==> src/rtl/lfs_pkg.sv <==
package lfs_pkg;

   localparam int unsigned LFS_ENTRIES = 9;
   localparam int unsigned LFS_RATE_HI = 'h14;
   localparam int unsigned LFS_RATE_MD = 'h0A;
   localparam int unsigned LFS_RATE_LO = 'h06;

   typedef enum logic [1:0] {
      ST_IDLE = 2'd0,
      ST_FIND = 2'd1,
      ST_SCAN = 2'd2
   } lfs_state_e;

   // rate of list entry i: three rates descending within each lane group
   function automatic int unsigned lfs_rate_at(input int unsigned i);
      case (i % 3)
         0:       return LFS_RATE_HI;
         1:       return LFS_RATE_MD;
         default: return LFS_RATE_LO;
      endcase
   endfunction

   // lane count of list entry i: 4, 2, 1 per group of three
   function automatic int unsigned lfs_lanes_at(input int unsigned i);
      return 4 >> (i / 3);
   endfunction

endpackage

==> src/rtl/link_fallback_rom.sv <==
module link_fallback_rom
   import lfs_pkg::*;
#(
   parameter int unsigned RATE_W  = 8,
   parameter int unsigned LANE_W  = 3,
   parameter int unsigned ENTRIES = LFS_ENTRIES,
   parameter int unsigned IDX_W   = $clog2(ENTRIES)
) (
   input  logic [IDX_W-1:0]  idx_i,
   output logic [RATE_W-1:0] rate_o,
   output logic [LANE_W-1:0] lanes_o
);

   logic [RATE_W-1:0] tbl_rate  [ENTRIES];
   logic [LANE_W-1:0] tbl_lanes [ENTRIES];

   for (genvar g = 0; g < ENTRIES; g++) begin : g_entry
      assign tbl_rate[g]  = RATE_W'(lfs_rate_at(g));
      assign tbl_lanes[g] = LANE_W'(lfs_lanes_at(g));
   end

   always_comb begin
      rate_o  = '0;
      lanes_o = '0;
      for (int unsigned k = 0; k < ENTRIES; k++) begin
         if (idx_i == IDX_W'(k)) begin
            rate_o  = tbl_rate[k];
            lanes_o = tbl_lanes[k];
         end
      end
   end

endmodule

==> src/rtl/link_fallback_cmp.sv <==
module link_fallback_cmp #(
   parameter int unsigned RATE_W = 8,
   parameter int unsigned LANE_W = 3
) (
   input  logic [RATE_W-1:0] ent_rate_i,
   input  logic [LANE_W-1:0] ent_lanes_i,
   input  logic [RATE_W-1:0] cur_rate_i,
   input  logic [LANE_W-1:0] cur_lanes_i,
   input  logic [RATE_W-1:0] max_rate_i,
   input  logic [LANE_W-1:0] max_lanes_i,
   output logic              is_cur_o,
   output logic              fits_o
);

   assign is_cur_o = (ent_rate_i == cur_rate_i) && (ent_lanes_i == cur_lanes_i);
   assign fits_o   = (ent_rate_i <= max_rate_i) && (ent_lanes_i <= max_lanes_i);

endmodule

==> src/rtl/link_fallback_seq.sv <==
module link_fallback_seq
   import lfs_pkg::*;
#(
   parameter int unsigned RATE_W  = 8,
   parameter int unsigned LANE_W  = 3,
   parameter int unsigned ENTRIES = LFS_ENTRIES,
   parameter int unsigned IDX_W   = $clog2(ENTRIES)
) (
   input  logic              clk,
   input  logic              rst_n,
   input  logic              start_i,
   input  logic [RATE_W-1:0] cur_rate_i,
   input  logic [LANE_W-1:0] cur_lanes_i,
   input  logic [RATE_W-1:0] max_rate_i,
   input  logic [LANE_W-1:0] max_lanes_i,
   input  logic              is_cur_i,
   input  logic              fits_i,
   input  logic [RATE_W-1:0] ent_rate_i,
   input  logic [LANE_W-1:0] ent_lanes_i,
   output logic [IDX_W-1:0]  idx_o,
   output logic [RATE_W-1:0] cur_rate_q,
   output logic [LANE_W-1:0] cur_lanes_q,
   output logic [RATE_W-1:0] max_rate_q,
   output logic [LANE_W-1:0] max_lanes_q,
   output logic [RATE_W-1:0] next_rate_o,
   output logic [LANE_W-1:0] next_lanes_o,
   output logic              done_o,
   output logic              none_o
);

   localparam logic [IDX_W-1:0] LAST_IDX = IDX_W'(ENTRIES - 1);

   lfs_state_e state_q;
   logic       at_last;

   assign at_last = (idx_o == LAST_IDX);

   always_ff @(posedge clk or negedge rst_n) begin
      if (!rst_n) begin
         state_q      <= ST_IDLE;
         idx_o        <= '0;
         cur_rate_q   <= '0;
         cur_lanes_q  <= '0;
         max_rate_q   <= '0;
         max_lanes_q  <= '0;
         next_rate_o  <= '0;
         next_lanes_o <= '0;
         done_o       <= 1'b0;
         none_o       <= 1'b0;
      end else begin
         done_o <= 1'b0;
         case (state_q)
            ST_IDLE: begin
               if (start_i) begin
                  cur_rate_q  <= cur_rate_i;
                  cur_lanes_q <= cur_lanes_i;
                  max_rate_q  <= max_rate_i;
                  max_lanes_q <= max_lanes_i;
                  idx_o       <= '0;
                  state_q     <= ST_FIND;
               end
            end
            ST_FIND: begin
               if (is_cur_i && !at_last) begin
                  idx_o   <= idx_o + 1'b1;
                  state_q <= ST_SCAN;
               end else if (at_last) begin
                  done_o       <= 1'b1;
                  none_o       <= 1'b1;
                  next_rate_o  <= '0;
                  next_lanes_o <= '0;
                  state_q      <= ST_IDLE;
               end else begin
                  idx_o <= idx_o + 1'b1;
               end
            end
            ST_SCAN: begin
               if (fits_i) begin
                  done_o       <= 1'b1;
                  none_o       <= 1'b0;
                  next_rate_o  <= ent_rate_i;
                  next_lanes_o <= ent_lanes_i;
                  state_q      <= ST_IDLE;
               end else if (at_last) begin
                  done_o       <= 1'b1;
                  none_o       <= 1'b1;
                  next_rate_o  <= '0;
                  next_lanes_o <= '0;
                  state_q      <= ST_IDLE;
               end else begin
                  idx_o <= idx_o + 1'b1;
               end
            end
            default: state_q <= ST_IDLE;
         endcase
      end
   end

   // strobe lasts a single cycle
   p_done_pulse_r7: assert property (@(posedge clk) disable iff (!rst_n)
      done_o |=> !done_o);

   // results held while idle and no new start
   p_hold_r7: assert property (@(posedge clk) disable iff (!rst_n)
      (state_q == ST_IDLE && !start_i) |=>
         ($stable(next_rate_o) && $stable(next_lanes_o) && $stable(none_o)));

   // not-found clears the configuration outputs
   p_none_zero_r7: assert property (@(posedge clk) disable iff (!rst_n)
      (done_o && none_o) |-> (next_rate_o == '0 && next_lanes_o == '0));

   // a returned entry obeys the captured limits
   p_fits_r4: assert property (@(posedge clk) disable iff (!rst_n)
      (done_o && !none_o) |->
         (next_rate_o <= max_rate_q && next_lanes_o <= max_lanes_q && next_rate_o != '0));

   // a returned lane count is 1, 2 or 4
   p_lane_code_r2: assert property (@(posedge clk) disable iff (!rst_n)
      (done_o && !none_o) |-> ($countones(next_lanes_o) == 1));

   // captured inputs do not move during a search
   p_busy_start_r9: assert property (@(posedge clk) disable iff (!rst_n)
      (state_q != ST_IDLE) |=>
         ($stable(max_rate_q) && $stable(max_lanes_q) &&
          $stable(cur_rate_q) && $stable(cur_lanes_q)));

endmodule

==> src/rtl/link_fallback_sel.sv <==
module link_fallback_sel
   import lfs_pkg::*;
#(
   parameter int unsigned RATE_W = 8,
   parameter int unsigned LANE_W = 3
) (
   input  logic              clk,
   input  logic              rst_n,
   input  logic              start_i,
   input  logic [RATE_W-1:0] cur_rate_i,
   input  logic [LANE_W-1:0] cur_lanes_i,
   input  logic [RATE_W-1:0] max_rate_i,
   input  logic [LANE_W-1:0] max_lanes_i,
   output logic [RATE_W-1:0] next_rate_o,
   output logic [LANE_W-1:0] next_lanes_o,
   output logic              done_o,
   output logic              none_o
);

   localparam int unsigned ENTRIES = LFS_ENTRIES;
   localparam int unsigned IDX_W   = $clog2(ENTRIES);

   if (RATE_W < 5) begin : g_bad_rate_w
      $error("RATE_W too narrow for the rate codes");
   end
   if (LANE_W < 3) begin : g_bad_lane_w
      $error("LANE_W too narrow for a lane count of four");
   end

   logic [IDX_W-1:0]  idx;
   logic [RATE_W-1:0] ent_rate, cur_rate_q, max_rate_q;
   logic [LANE_W-1:0] ent_lanes, cur_lanes_q, max_lanes_q;
   logic              is_cur, fits;

   link_fallback_rom #(
      .RATE_W(RATE_W), .LANE_W(LANE_W), .ENTRIES(ENTRIES), .IDX_W(IDX_W)
   ) rom_i (
      .idx_i(idx), .rate_o(ent_rate), .lanes_o(ent_lanes)
   );

   link_fallback_cmp #(
      .RATE_W(RATE_W), .LANE_W(LANE_W)
   ) cmp_i (
      .ent_rate_i(ent_rate), .ent_lanes_i(ent_lanes),
      .cur_rate_i(cur_rate_q), .cur_lanes_i(cur_lanes_q),
      .max_rate_i(max_rate_q), .max_lanes_i(max_lanes_q),
      .is_cur_o(is_cur), .fits_o(fits)
   );

   link_fallback_seq #(
      .RATE_W(RATE_W), .LANE_W(LANE_W), .ENTRIES(ENTRIES), .IDX_W(IDX_W)
   ) seq_i (
      .clk(clk), .rst_n(rst_n), .start_i(start_i),
      .cur_rate_i(cur_rate_i), .cur_lanes_i(cur_lanes_i),
      .max_rate_i(max_rate_i), .max_lanes_i(max_lanes_i),
      .is_cur_i(is_cur), .fits_i(fits),
      .ent_rate_i(ent_rate), .ent_lanes_i(ent_lanes),
      .idx_o(idx),
      .cur_rate_q(cur_rate_q), .cur_lanes_q(cur_lanes_q),
      .max_rate_q(max_rate_q), .max_lanes_q(max_lanes_q),
      .next_rate_o(next_rate_o), .next_lanes_o(next_lanes_o),
      .done_o(done_o), .none_o(none_o)
   );

endmodule

==> config.mk <==
export PLATFORM = sky130hd
export DESIGN_NAME = link_fallback_sel
export DESIGN_NICKNAME = d
export VERILOG_FILES = /design/src/rtl/lfs_pkg.sv /design/src/rtl/link_fallback_rom.sv /design/src/rtl/link_fallback_cmp.sv /design/src/rtl/link_fallback_seq.sv /design/src/rtl/link_fallback_sel.sv
export SDC_FILE = /design/constraint.sdc
export NUM_CORES = 1
export LEC_CHECK = 0
export BUFFER_PORTS_ARGS = -buffer_cell sky130_fd_sc_hd__buf_2
export CORE_MARGIN = 8
export CORE_UTILIZATION = 30
export DETAILED_ROUTE_END_ITERATION = 6
export GPL_ROUTABILITY_DRIVEN = 0
export PLACE_DENSITY = 0.48
export SLEW_MARGIN = 25
export SYNTH_ARGS = -nofsm -noshare
export SYNTH_HDL_FRONTEND = slang
export SYNTH_SLANG_ARGS = --single-unit
==> constraint.sdc <==
create_clock -name clk -period 9.13 [get_ports clk]
set_clock_uncertainty 0.1 [all_clocks]
set_input_delay 1.826 -clock clk [delete_from_list [all_inputs] [get_ports clk]]
set_output_delay 1.826 -clock clk [all_outputs]
set_load 0.01 [all_outputs]
==> run metrics, run 1 <==
drt drc 0; largest family of logic cells by synthesized area compound AO/OA/AOI/OAI gates; Synth Area in Compound Gates 19.8%; Die X 108 um; total die area 11700 um^2; synth unique cells 57; VDD IR max 0.0000965 V; Crit. End Element register; post-synth top area cell dfrtp_1; first-pass GRT wire length 10600 um; period utilisation layout 41.7%; Vias/cell between 5 and 6; ant diodes 0; CTS H-tree depth 2; Synth Area in Simple Gates between 10% and 20%; FF+latch count, synth 41; Pins Over Slew Limit 0; nets@finish roughly 320; 1st-iter DRT viols 190; R2R depth 9; TritonCTS Buffers 5; routed len/inst between 15 and 20 um; mux cell area share after synthesis 10.1%; arrival time at the worst endpoint 3.90 ns; initial antenna violation count 0; starting density of the core 31.1%; worst skew pair latency 0.31 ns; most frequent cells in the layout 41 x dfrtp_1, 36 x buf_2, 22 x mux2_2; Post-Route Utilization 35.2%; largest net degree at the start of global routing 42; flop2flop setup slack 5.32 ns; total length of routed wires 6380 um; Critical Path Source seq_i.idx_o[0]; Overflow after GRT 0; Antenna Violating Nets Remaining 0; hold crit path type register to register; die span in y 108 um; Worst R2R Start seq_i.idx_o[0]; number of global-route vias before repair between 1.5k and 2k; Synthesis Warnings 0; slew margin rel. a little under a third; CTS sink cnt 41; post-synthesis xor/xnor area fraction 0.686%; CTS tree yes; max-cap violation count 0; LEAKAGE roughly 0.0013 uW; CP Capture Point seq_i.next_rate_o[4]; critical path class register to register; Reg2Reg Capture Point seq_i.next_rate_o[4]; vias after detailed routing 2020; RSZ-0062 raised after global routing no; sequential cell area fraction in the yosys report 40.2%; Async S/R FF share, synth 100%; Final Hold Fails 0; Setup crit start kind register; Core Area 8220 um^2; clock root buffer clkbuf_8; # Post-CTS Setup Buffers 0; clk buf depth 2; Syn Inst Count 247; syn avg cell area 10.3 um^2; Final Critical Period 3.81 ns; Worst-path clk slew roughly 0.1 ns; I/O pin cnt 38; CP Max Fanout 16; post-DP HPWL 4520 um; cts repair resizes 0; synth top area cells dfrtp_1 40%, mux2_2 9.7%, ha_1 7.4%, a32o_1 2.7%, inv_1 2.2%; Adder-Cell Fraction of Synth Area 7.35%; hold depth 1; Synth top area share between 40% and 50%; Pwr Density 302 nW/um^2; Worst Max-Slew Pin Slew 1.02 ns; Max Clk Rate between 200 and 300 MHz; Net Count, Synth 287; PortBufs 37; hold buffer count at cts 0; Power, Total 873 uW; Worst Hold Slack 0.411 ns; Synth Flop Type dfrtp_1; status finished, final reports clean; share of cells above drive strength 1 26.7%; row cnt 33; Critical Path RT 9.22 ns; Final Setup Violations 0; TritonRoute pass-1 iters 5; Total GRT Usage a little under an eighth; EDFF count, synth 0; Cell Area, Synth 2550 um^2; area grow syn2layout 13.4%; final setup TNS 0 ns; commonest non-fill, non-tap cell in the layout dfrtp_1
## worst min-delay path by stage
| stage | startpoint | slack [ns] | endpoint |
|---|---|---|---|
| after floorplan | seq_i.max_rate_q[0] | 0.37 | seq_i.max_rate_q[0] |
| after global placement | seq_i.max_rate_q[5] | 0.39 | seq_i.max_rate_q[5] |
| after detailed placement | seq_i.cur_rate_q[6] | 0.40 | seq_i.cur_rate_q[6] |
| after CTS | seq_i.cur_rate_q[6] | 0.41 | seq_i.cur_rate_q[6] |
| after global routing | seq_i.cur_rate_q[6] | 0.42 | seq_i.cur_rate_q[6] |
| final | seq_i.cur_rate_q[6] | 0.41 | seq_i.cur_rate_q[6] |
## sequential cells by signal (all words and copies together) (netlist names)
name                flops
seq_i.cur_rate_q        8
seq_i.max_rate_q        8
seq_i.next_rate_o       8
seq_i.idx_o             4
seq_i.cur_lanes_q       3
seq_i.max_lanes_q       3
seq_i.next_lanes_o      3
seq_i.state_q           2
seq_i.done_o            1
seq_i.none_o            1
## kinds of logic (layout without fill, tap and decap cells)
family | Yosys count | after routing
simple gates | 69 | 69
mux | 23 | 23
compound gates | 67 | 67
flops | 41 | 41
xor+xnor | 2 | 2
buf+inv | 30 | 60
fa+ha+maj | 15 | 15
## critical path, stage by stage (launching register included)
cell and delay [ns]:
dfrtp_1 0.45, ha_1 0.41, or4b_4 0.58, a21oi_1 0.38, ha_1 0.19, nand2_1 0.05, o311ai_0 0.51, nand3_1 0.45
a32o_1 0.38, a31o_1 0.18
## routing by layer
metal	up-vias	share of wire, %	global-route usage, %
met5	-	0	0
met4	0	1.3	3.57
met3	7	3.4	2.62
met2	47	46	17.5
met1	990	49	15.3
li1	976	-	-
## power breakdown
part,total (uW),switching [uW],internal [uW]
registers,285,44.3,241
clock network,159,69.4,89.3
logic,429,253,176
## Yosys cell counts, drive strengths merged (2+ instances only)
| cell | instances |
|---|---|
| o31a | 2 |
| buf | 11 |
| o21a | 2 |
| o21ai | 10 |
| nor2 | 13 |
| o31ai | 5 |
| nor3b | 2 |
| nor4b | 4 |
| nor4 | 9 |
| o21bai | 4 |
| a211o | 2 |
| mux2 | 22 |
| ha | 15 |
| nand3 | 5 |
| a21boi | 4 |
| nand2 | 16 |
| a31o | 7 |
| clkbuf | 4 |
| dfrtp | 41 |
| inv | 15 |
| a21oi | 9 |
| nor3 | 4 |
| a211oi | 2 |
| nor2b | 7 |
| a32o | 7 |
## cell type report
type	instances	area, um^2
clock buffers	7	86.3
clock inverters	1	30.0
repair buffers	37	188
well taps	105	131
inverters	15	56.3
flip-flops and latches	41	1030
multi-input cells	176	1380
fillers	835	5320
## per-stage QoR
stage	instances	worst slack (ns)	cell area, um^2
after global placement	374	5.37	2770
after CTS	382	5.36	2890
after global routing	382	5.02	2900
after detailed placement	374	5.38	2770
final	382	5.32	2900
after floorplan	247	6.07	2550
Note: power is estimated with default switching activity, not from simulation.
==> inputs of run 2 (changes only) <==
--- a/config.mk
+++ b/config.mk
@@ -5,12 +5,13 @@
 export SDC_FILE = /design/constraint.sdc
 export NUM_CORES = 1
 export LEC_CHECK = 0
+export ABC_AREA = 1
 export BUFFER_PORTS_ARGS = -buffer_cell sky130_fd_sc_hd__buf_2
 export CORE_MARGIN = 8
 export CORE_UTILIZATION = 30
 export DETAILED_ROUTE_END_ITERATION = 6
 export GPL_ROUTABILITY_DRIVEN = 0
-export PLACE_DENSITY = 0.48
+export PLACE_DENSITY = 0.5
 export SLEW_MARGIN = 25
 export SYNTH_ARGS = -nofsm -noshare
 export SYNTH_HDL_FRONTEND = slang
==> constraint.sdc (replaced) <==
create_clock -name clk -period 3.3 [get_ports clk]
set_clock_uncertainty 0.1 [all_clocks]
set_input_delay 0.66 -clock clk [delete_from_list [all_inputs] [get_ports clk]]
set_output_delay 0.66 -clock clk [all_outputs]
set_load 0.01 [all_outputs]
==> run metrics, run 2 <==
status finished, final reports clean; R2R depth 18 (+9); routed len/inst 12.9 um (-23%); most instantiated cells after synthesis 78 x nand2_1, 41 x dfrtp_1, 34 x inv_1; row cnt 33 (unchanged); nets@finish 390 (+23%); Net Count, Synth 352 (+23%); synth top area cells dfrtp_1 42%, nand2_1 12%, ha_1 7.6%, nand3_1 6.5%, inv_1 5.2%; Core Area 8090 um^2 (-1.5%); GR Util met1 14.7% (-0.55 points); Synth top area share 41.6% (+1.4 points); Final Instance Count excl. Fillers 456 (+19%); share of cells above drive strength 1 22.2% (-4.5 points); arrival time at the worst endpoint 3.11 ns (-0.79 ns); Worst R2R Start seq_i.idx_o[1]; post-synth top area cell dfrtp_1; Largest regs seq_i.cur_rate_q: 8 flops, seq_i.max_rate_q: 8 flops, seq_i.next_rate_o: 8 flops; Worst Max-Slew Pin Slew 0.536 ns (-0.485 ns); synth unique cells 33 (-42%); TritonCTS Buffers 5 (unchanged); CP Max Fanout 12 (-4); largest net degree at the start of global routing 42 (unchanged); post-DP HPWL 4400 um (-2.6%); post-route cell area 2890 um^2 (-0.30%); Pins Over Slew Limit 0 (unchanged); worst skew pair latency 0.29 ns (-0.02 ns); EDFF count, synth 0 (unchanged); 1st-iter DRT viols 113 (-41%); VDD IR max 0.000355 V (+270%); Max Clk Rate 334 MHz (+27%); Post-DP Area 2760 um^2 (-0.63%); area grow syn2layout 17.1%; Overflow after GRT 0 (unchanged); FF+latch count, synth 41 (unchanged); Syn Inst Count 312 (+26%); max-cap violation count 0 (unchanged); slew margin rel. 64.3% (+33 points); Reg2Reg Capture Point seq_i.idx_o[0]; M3 GR Usage 3.36% (+0.74 points); Total GRT Usage 10.9% (-0.47 points); Crit. End Element register; sequential cell area fraction in the yosys report 41.6% (+1.4 points); clk buf depth 2 (unchanged); met2 Use GR 15.9% (-1.6 points); CP peak stage delay 0.42 ns (-0.16 ns); CP max stage cell dfrtp_1; Synth Flop Type dfrtp_1; Final Critical Period 2.99 ns (-0.814 ns); number of global-route vias before repair 2114 (+6.0%); first-pass GRT wire length 10000 um (-5.4%); critical path class register to register; # Post-CTS Setup Buffers 0 (unchanged); PortBufs 37 (unchanged); CTS sink cnt 41 (unchanged); CP cell instances inv_1 > ha_1 > inv_1 > nand3_1 > nand3_1 > nand2_1 > nand2_1 > ha_1 > a21oi_1 > o21ai_0 > nand2_1 > nand2_1 > nor2_2 > inv_2 > nand2_2 > nor2_1 > nand2_1 > a21oi_1; LEAKAGE 0.00154 uW (+19%); Final Hold Fails 0 (unchanged); I/O pin cnt 38 (unchanged); total die area 11400 um^2 (-2.9%); placed cells 448 (+20%); Top Family by Delay on Critical Path simple AND/OR/NAND/NOR gates; Antenna Violating Nets Remaining 0 (unchanged); busiest grt layer met2; total length of routed wires 5870 um (-8.0%); TritonRoute pass-1 iters 4 (-1); vias after detailed routing 2091 (+3.5%); Setup crit start kind register; die span in y 107 um (-1.5%); starting density of the core 30.5% (-0.61 points); Synthesis Warnings 0 (unchanged); drt drc 0 (unchanged); Cell Area, Synth 2460 um^2 (-3.4%); hold buffer count at cts 0 (unchanged); CTS tree yes; Critical Path RT 3.42 ns (-5.80 ns); Worst-path clk slew 0.08 ns (-0.02 ns); Die X 107 um (-1.5%); hold crit path type input port to asynchronous set/reset pin; cts repair resizes 0 (unchanged); Crit path top cell by count nand2_1; Pwr Density 785 nW/um^2 (+160%); Async S/R FF share, synth 100% (unchanged); syn avg cell area 7.90 um^2 (-24%); clock root buffer clkbuf_8; period utilisation layout 90.7% (+49 points); CP Buf/Inv Count 3 (+3); ant diodes 0 (unchanged); Vias/cell 4.59 (-13%); most frequent cells in the layout 76 x nand2_1, 41 x dfrtp_1, 36 x buf_2; commonest non-fill, non-tap cell in the layout nand2_1; flop2flop setup slack 0.31 ns (-5.02 ns); initial antenna violation count 0 (unchanged); most frequent cell after synthesis nand2_1; CTS H-tree depth 2 (unchanged); Final Setup Violations 0 (unchanged)
[run 2: changes by cell type after synthesis, sizes merged, moves of 5 or more]
cell	delta
nand2	+64
nor2b	-7
nor4	-9
nor2	+16
o21ai	+11
a31o	-7
mux2	-13
inv	+21
o31ai	-5
nand3	+29
a21oi	+12
a32o	-7
buf	-7
[run 2: final cells by class]
class | count | area [um^2]
sequential | 41 | 1030
timing repair buffer | 41 | 218
multi-input combinational | 225 | 1260
fill | 892 | 5210
inverter | 36 | 135
tap | 105 | 131
clock buffer | 6 | 72.6
clock inverter | 2 | 38.8
[run 2: stage by stage]
stage	TNS, ns	hold slack [ns]	utilization [%]	worst slack, ns	power [uW]
CTS	0	0.407	35.4	0.0481	2270
global placement	0	0.383	34.1	0.165	1850
global route	-0.000501	0.280	35.7	-0.000501	2500
finish	0	0.234	35.7	0.307	2270
detailed placement	0	0.386	34.1	0.0865	1850
floorplan	0	0.264	-	0.381	1590
[run 2: worst max-delay path by stage]
| stage | startpoint | slack, ns | depth (start not counted) | end |
|---|---|---|---|---|
| after global routing | seq_i.idx_o[1] | -0.0005 | 18 | seq_i.idx_o[0] |
| final | seq_i.idx_o[1] | 0.31 | 18 | seq_i.idx_o[0] |
| after global placement | seq_i.idx_o[0] | 0.16 | 18 | seq_i.next_lanes_o[1] |
| after CTS | seq_i.idx_o[0] | 0.05 | 18 | seq_i.idx_o[3] |
| after floorplan | seq_i.idx_o[0] | 0.38 | 21 | seq_i.next_lanes_o[1] |
| after detailed placement | seq_i.idx_o[0] | 0.09 | 19 | seq_i.idx_o[2] |
[run 2: report_power, final]
group / switching (uW) / internal [uW]
sequential: 86.0 / 660
clock: 182 / 227
combinational: 703 / 407
[run 2: worst reg2reg max path: cells and delay by family (launching register included)]
family	cells	cell delay, ns
AND/OR/NAND/NOR	10	1.06
adder cells (fa/ha/maj)	2	0.60
flip-flops	1	0.42
buffers and inverters	3	0.38
AO/OA/AOI/OAI	3	0.36
[run 2: cell families (layout without fill, tap and decap cells)]
logic type / Yosys count / in the layout / synth area share (%)
compound gates: 46 / 46 / 9.95
xor+xnor: 3 / 3 / 1.37
fa+ha+maj: 15 / 15 / 7.61
buf+inv: 46 / 85 / 7.72
flops: 41 / 41 / 41.6
mux: 9 / 9 / 4.11
simple gates: 152 / 152 / 27.6
[run 2: layer usage]
| metal | share of wire, % | up-vias |
|---|---|---|
| met2 | 43 | 54 |
| met4 | 1.3 | 0 |
| met3 | 6.7 | 9 |
| met1 | 49 | 945 |
| met5 | 0 | - |
| li1 | - | 1083 |
==> inputs of run 3 (changes only) <==
--- a/config.mk
+++ b/config.mk
@@ -9,6 +9,7 @@
 export BUFFER_PORTS_ARGS = -buffer_cell sky130_fd_sc_hd__buf_2
 export CORE_MARGIN = 8
 export CORE_UTILIZATION = 30
+export CTS_BUF_LIST = sky130_fd_sc_hd__clkbuf_2
 export DETAILED_ROUTE_END_ITERATION = 6
 export GPL_ROUTABILITY_DRIVEN = 0
 export PLACE_DENSITY = 0.5
==> run metrics, run 3 (synthesis results as in run 2) <==
status finished, final reports clean; I/O pin cnt 38 (unchanged); drt drc 0 (unchanged); initial antenna violation count 0 (unchanged); Post-DP Area 2760 um^2 (unchanged); Total GRT Usage 10.7% (-0.13 points); period utilisation layout 90.8% (+0.11 points); Worst-path clk slew 0.23 ns (+0.15 ns); CP cell instances buf_4 > ha_1 > o21ai_1 > o21ai_0 > nand2_1 > nand2_1 > ha_1 > inv_1 > nor2_1 > nand2_1 > o21a_1 > nand2_1 > nand2_1 > nor2_4 > inv_4 > nand2_2 > nor2_1 > nor3b_1; Final Critical Period 3.00 ns (+0.00354 ns); 1st-iter DRT viols 87 (-23%); Critical Path RT 3.52 ns (+0.10 ns); CP peak stage delay 0.44 ns (+0.02 ns); starting density of the core 30.5% (unchanged); Final Setup Violations 0 (unchanged); Largest regs seq_i.cur_rate_q: 8 flops, seq_i.max_rate_q: 8 flops, seq_i.next_rate_o: 8 flops; Crit. End Element register; worst skew pair latency 0.41 ns (+0.12 ns); CP max stage cell dfrtp_1; post-DP HPWL 4400 um (unchanged); Pwr Density 761 nW/um^2 (-3.1%); Worst Max-Slew Pin Slew 0.528 ns (-0.00796 ns); vias after detailed routing 2109 (+0.86%); critical path class register to register; Setup crit start kind register; CTS H-tree depth 2 (unchanged); placed cells 448 (unchanged); hold buffer count at cts 0 (unchanged); CTS sink cnt 41 (unchanged); row cnt 33 (unchanged); commonest non-fill, non-tap cell in the layout nand2_1; share of cells above drive strength 1 22.2% (-0.063 points); first-pass GRT wire length 9960 um (-0.48%); fillcell total 889 (-0.34%); TritonCTS Buffers 5 (unchanged); CP Max Fanout 12 (unchanged); Die X 107 um (unchanged); post-route cell area 2850 um^2 (-1.2%); Pins Over Slew Limit 0 (unchanged); total length of routed wires 5880 um (+0.27%); number of global-route vias before repair 2116 (+0.095%); slew margin rel. 64.8% (+0.53 points); LEAKAGE 0.00153 uW (-0.49%); Vias/cell 4.61 (+0.64%); ant diodes 0 (unchanged); Antenna Violating Nets Remaining 0 (unchanged); hold crit path type input port to asynchronous set/reset pin; routed len/inst 12.9 um (about the same); clock root buffer clkbuf_2; area grow syn2layout 15.7%; most frequent cells in the layout 77 x nand2_1, 41 x dfrtp_1, 36 x buf_2; total die area 11400 um^2 (unchanged); CTS tree yes; VDD IR max 0.000283 V (-20%); PortBufs 37 (unchanged); Core Area 8090 um^2 (unchanged); max-cap violation count 0 (unchanged); Max Clk Rate 334 MHz (-0.12%); Crit path top cell by count nand2_1; nets@finish 391 (+0.26%); arrival time at the worst endpoint 3.21 ns (+0.10 ns); Post-Route Utilization 35.3% (-0.42 points); largest net degree at the start of global routing 42 (unchanged); Final Hold Fails 0 (unchanged); TritonRoute pass-1 iters 4 (unchanged); clk buf depth 2 (unchanged); Overflow after GRT 0 (unchanged); Final Instance Count excl. Fillers 457 (+0.22%); die span in y 107 um (unchanged)
==> run 3: area by class of cell <==
class | instances | area, um^2 | share of cell area [%]
multi-input combinational | 225 | 1260 | 44.3
sequential | 41 | 1030 | 36.0
timing repair buffer | 42 | 225 | 7.89
inverter | 36 | 138 | 4.82
tap | 105 | 131 | 4.61
clock inverter | 2 | 38.8 | 1.36
clock buffer | 6 | 30.0 | 1.05
==> run 3: through the flow <==
stage / hold WS, ns / setup slack (ns) / setup TNS, ns / power, uW
after global routing: 0.101 / -0.00435 / -0.00435 / 2400
after CTS: 0.260 / 0.0269 / 0 / 2160
after floorplan: 0.264 / 0.381 / 0 / 1590
final: 0.0805 / 0.303 / 0 / 2170
after global placement: 0.383 / 0.165 / 0 / 1850
after detailed placement: 0.386 / 0.0865 / 0 / 1850
==> run 3: power breakdown <==
| part | switching, uW | internal, uW |
|---|---|---|
| clock network | 175 | 133 |
| logic | 711 | 409 |
| registers | 84.1 | 658 |
==> run 3: what timing repair did <==
action | 4_1_cts | 5_1_grt
endpoints found under the setup margin | 0 | 11
buffers inserted | 0 | 1
resized for setup | 0 | 9
endpoints found under the hold margin | 0 | 0
==> run 3: per-layer routing <==
| layer | wire (um) | up-vias | GRT usage, % | share of wire, % |
|---|---|---|---|---|
| met5 | 0 | - | 0 | 0 |
| met4 | 56 | 0 | 3.22 | 0.95 |
| met3 | 320 | 8 | 3.18 | 5.4 |
| met2 | 2600 | 56 | 15.9 | 44 |
| met1 | 2910 | 961 | 14.7 | 49 |
| li1 | - | 1084 | - | - |
==> run 3: worst max-delay path: cells and delay by family, from the launching register on <==
| kind | cells | cell delay (ns) |
|---|---|---|
| compound gates | 3 | 0.47 |
| fa+ha+maj | 2 | 0.57 |
| buf+inv | 3 | 0.26 |
| flops | 1 | 0.44 |
| simple gates | 10 | 1.10 |
==> run 3: worst paths after layout <==
kind / from / endpoint / slack [ns] / depth (start not counted)
setup / recovery: seq_i.idx_o[0] / seq_i.idx_o[3] / 0.30 / 18
min in group clk: max_lanes_i[0] / seq_i.max_lanes_q[0] / 0.35 / 2
setup reg to reg: seq_i.idx_o[0] / seq_i.idx_o[3] / 0.30 / 18
hold / removal: rst_n / seq_i.max_rate_q[2] / 0.08 / 1
hold reg to reg: seq_i.next_rate_o[5] / seq_i.next_rate_o[5] / 0.43 / 2
max in group asynchronous: rst_n / seq_i.state_q[1] / 2.62 / 1
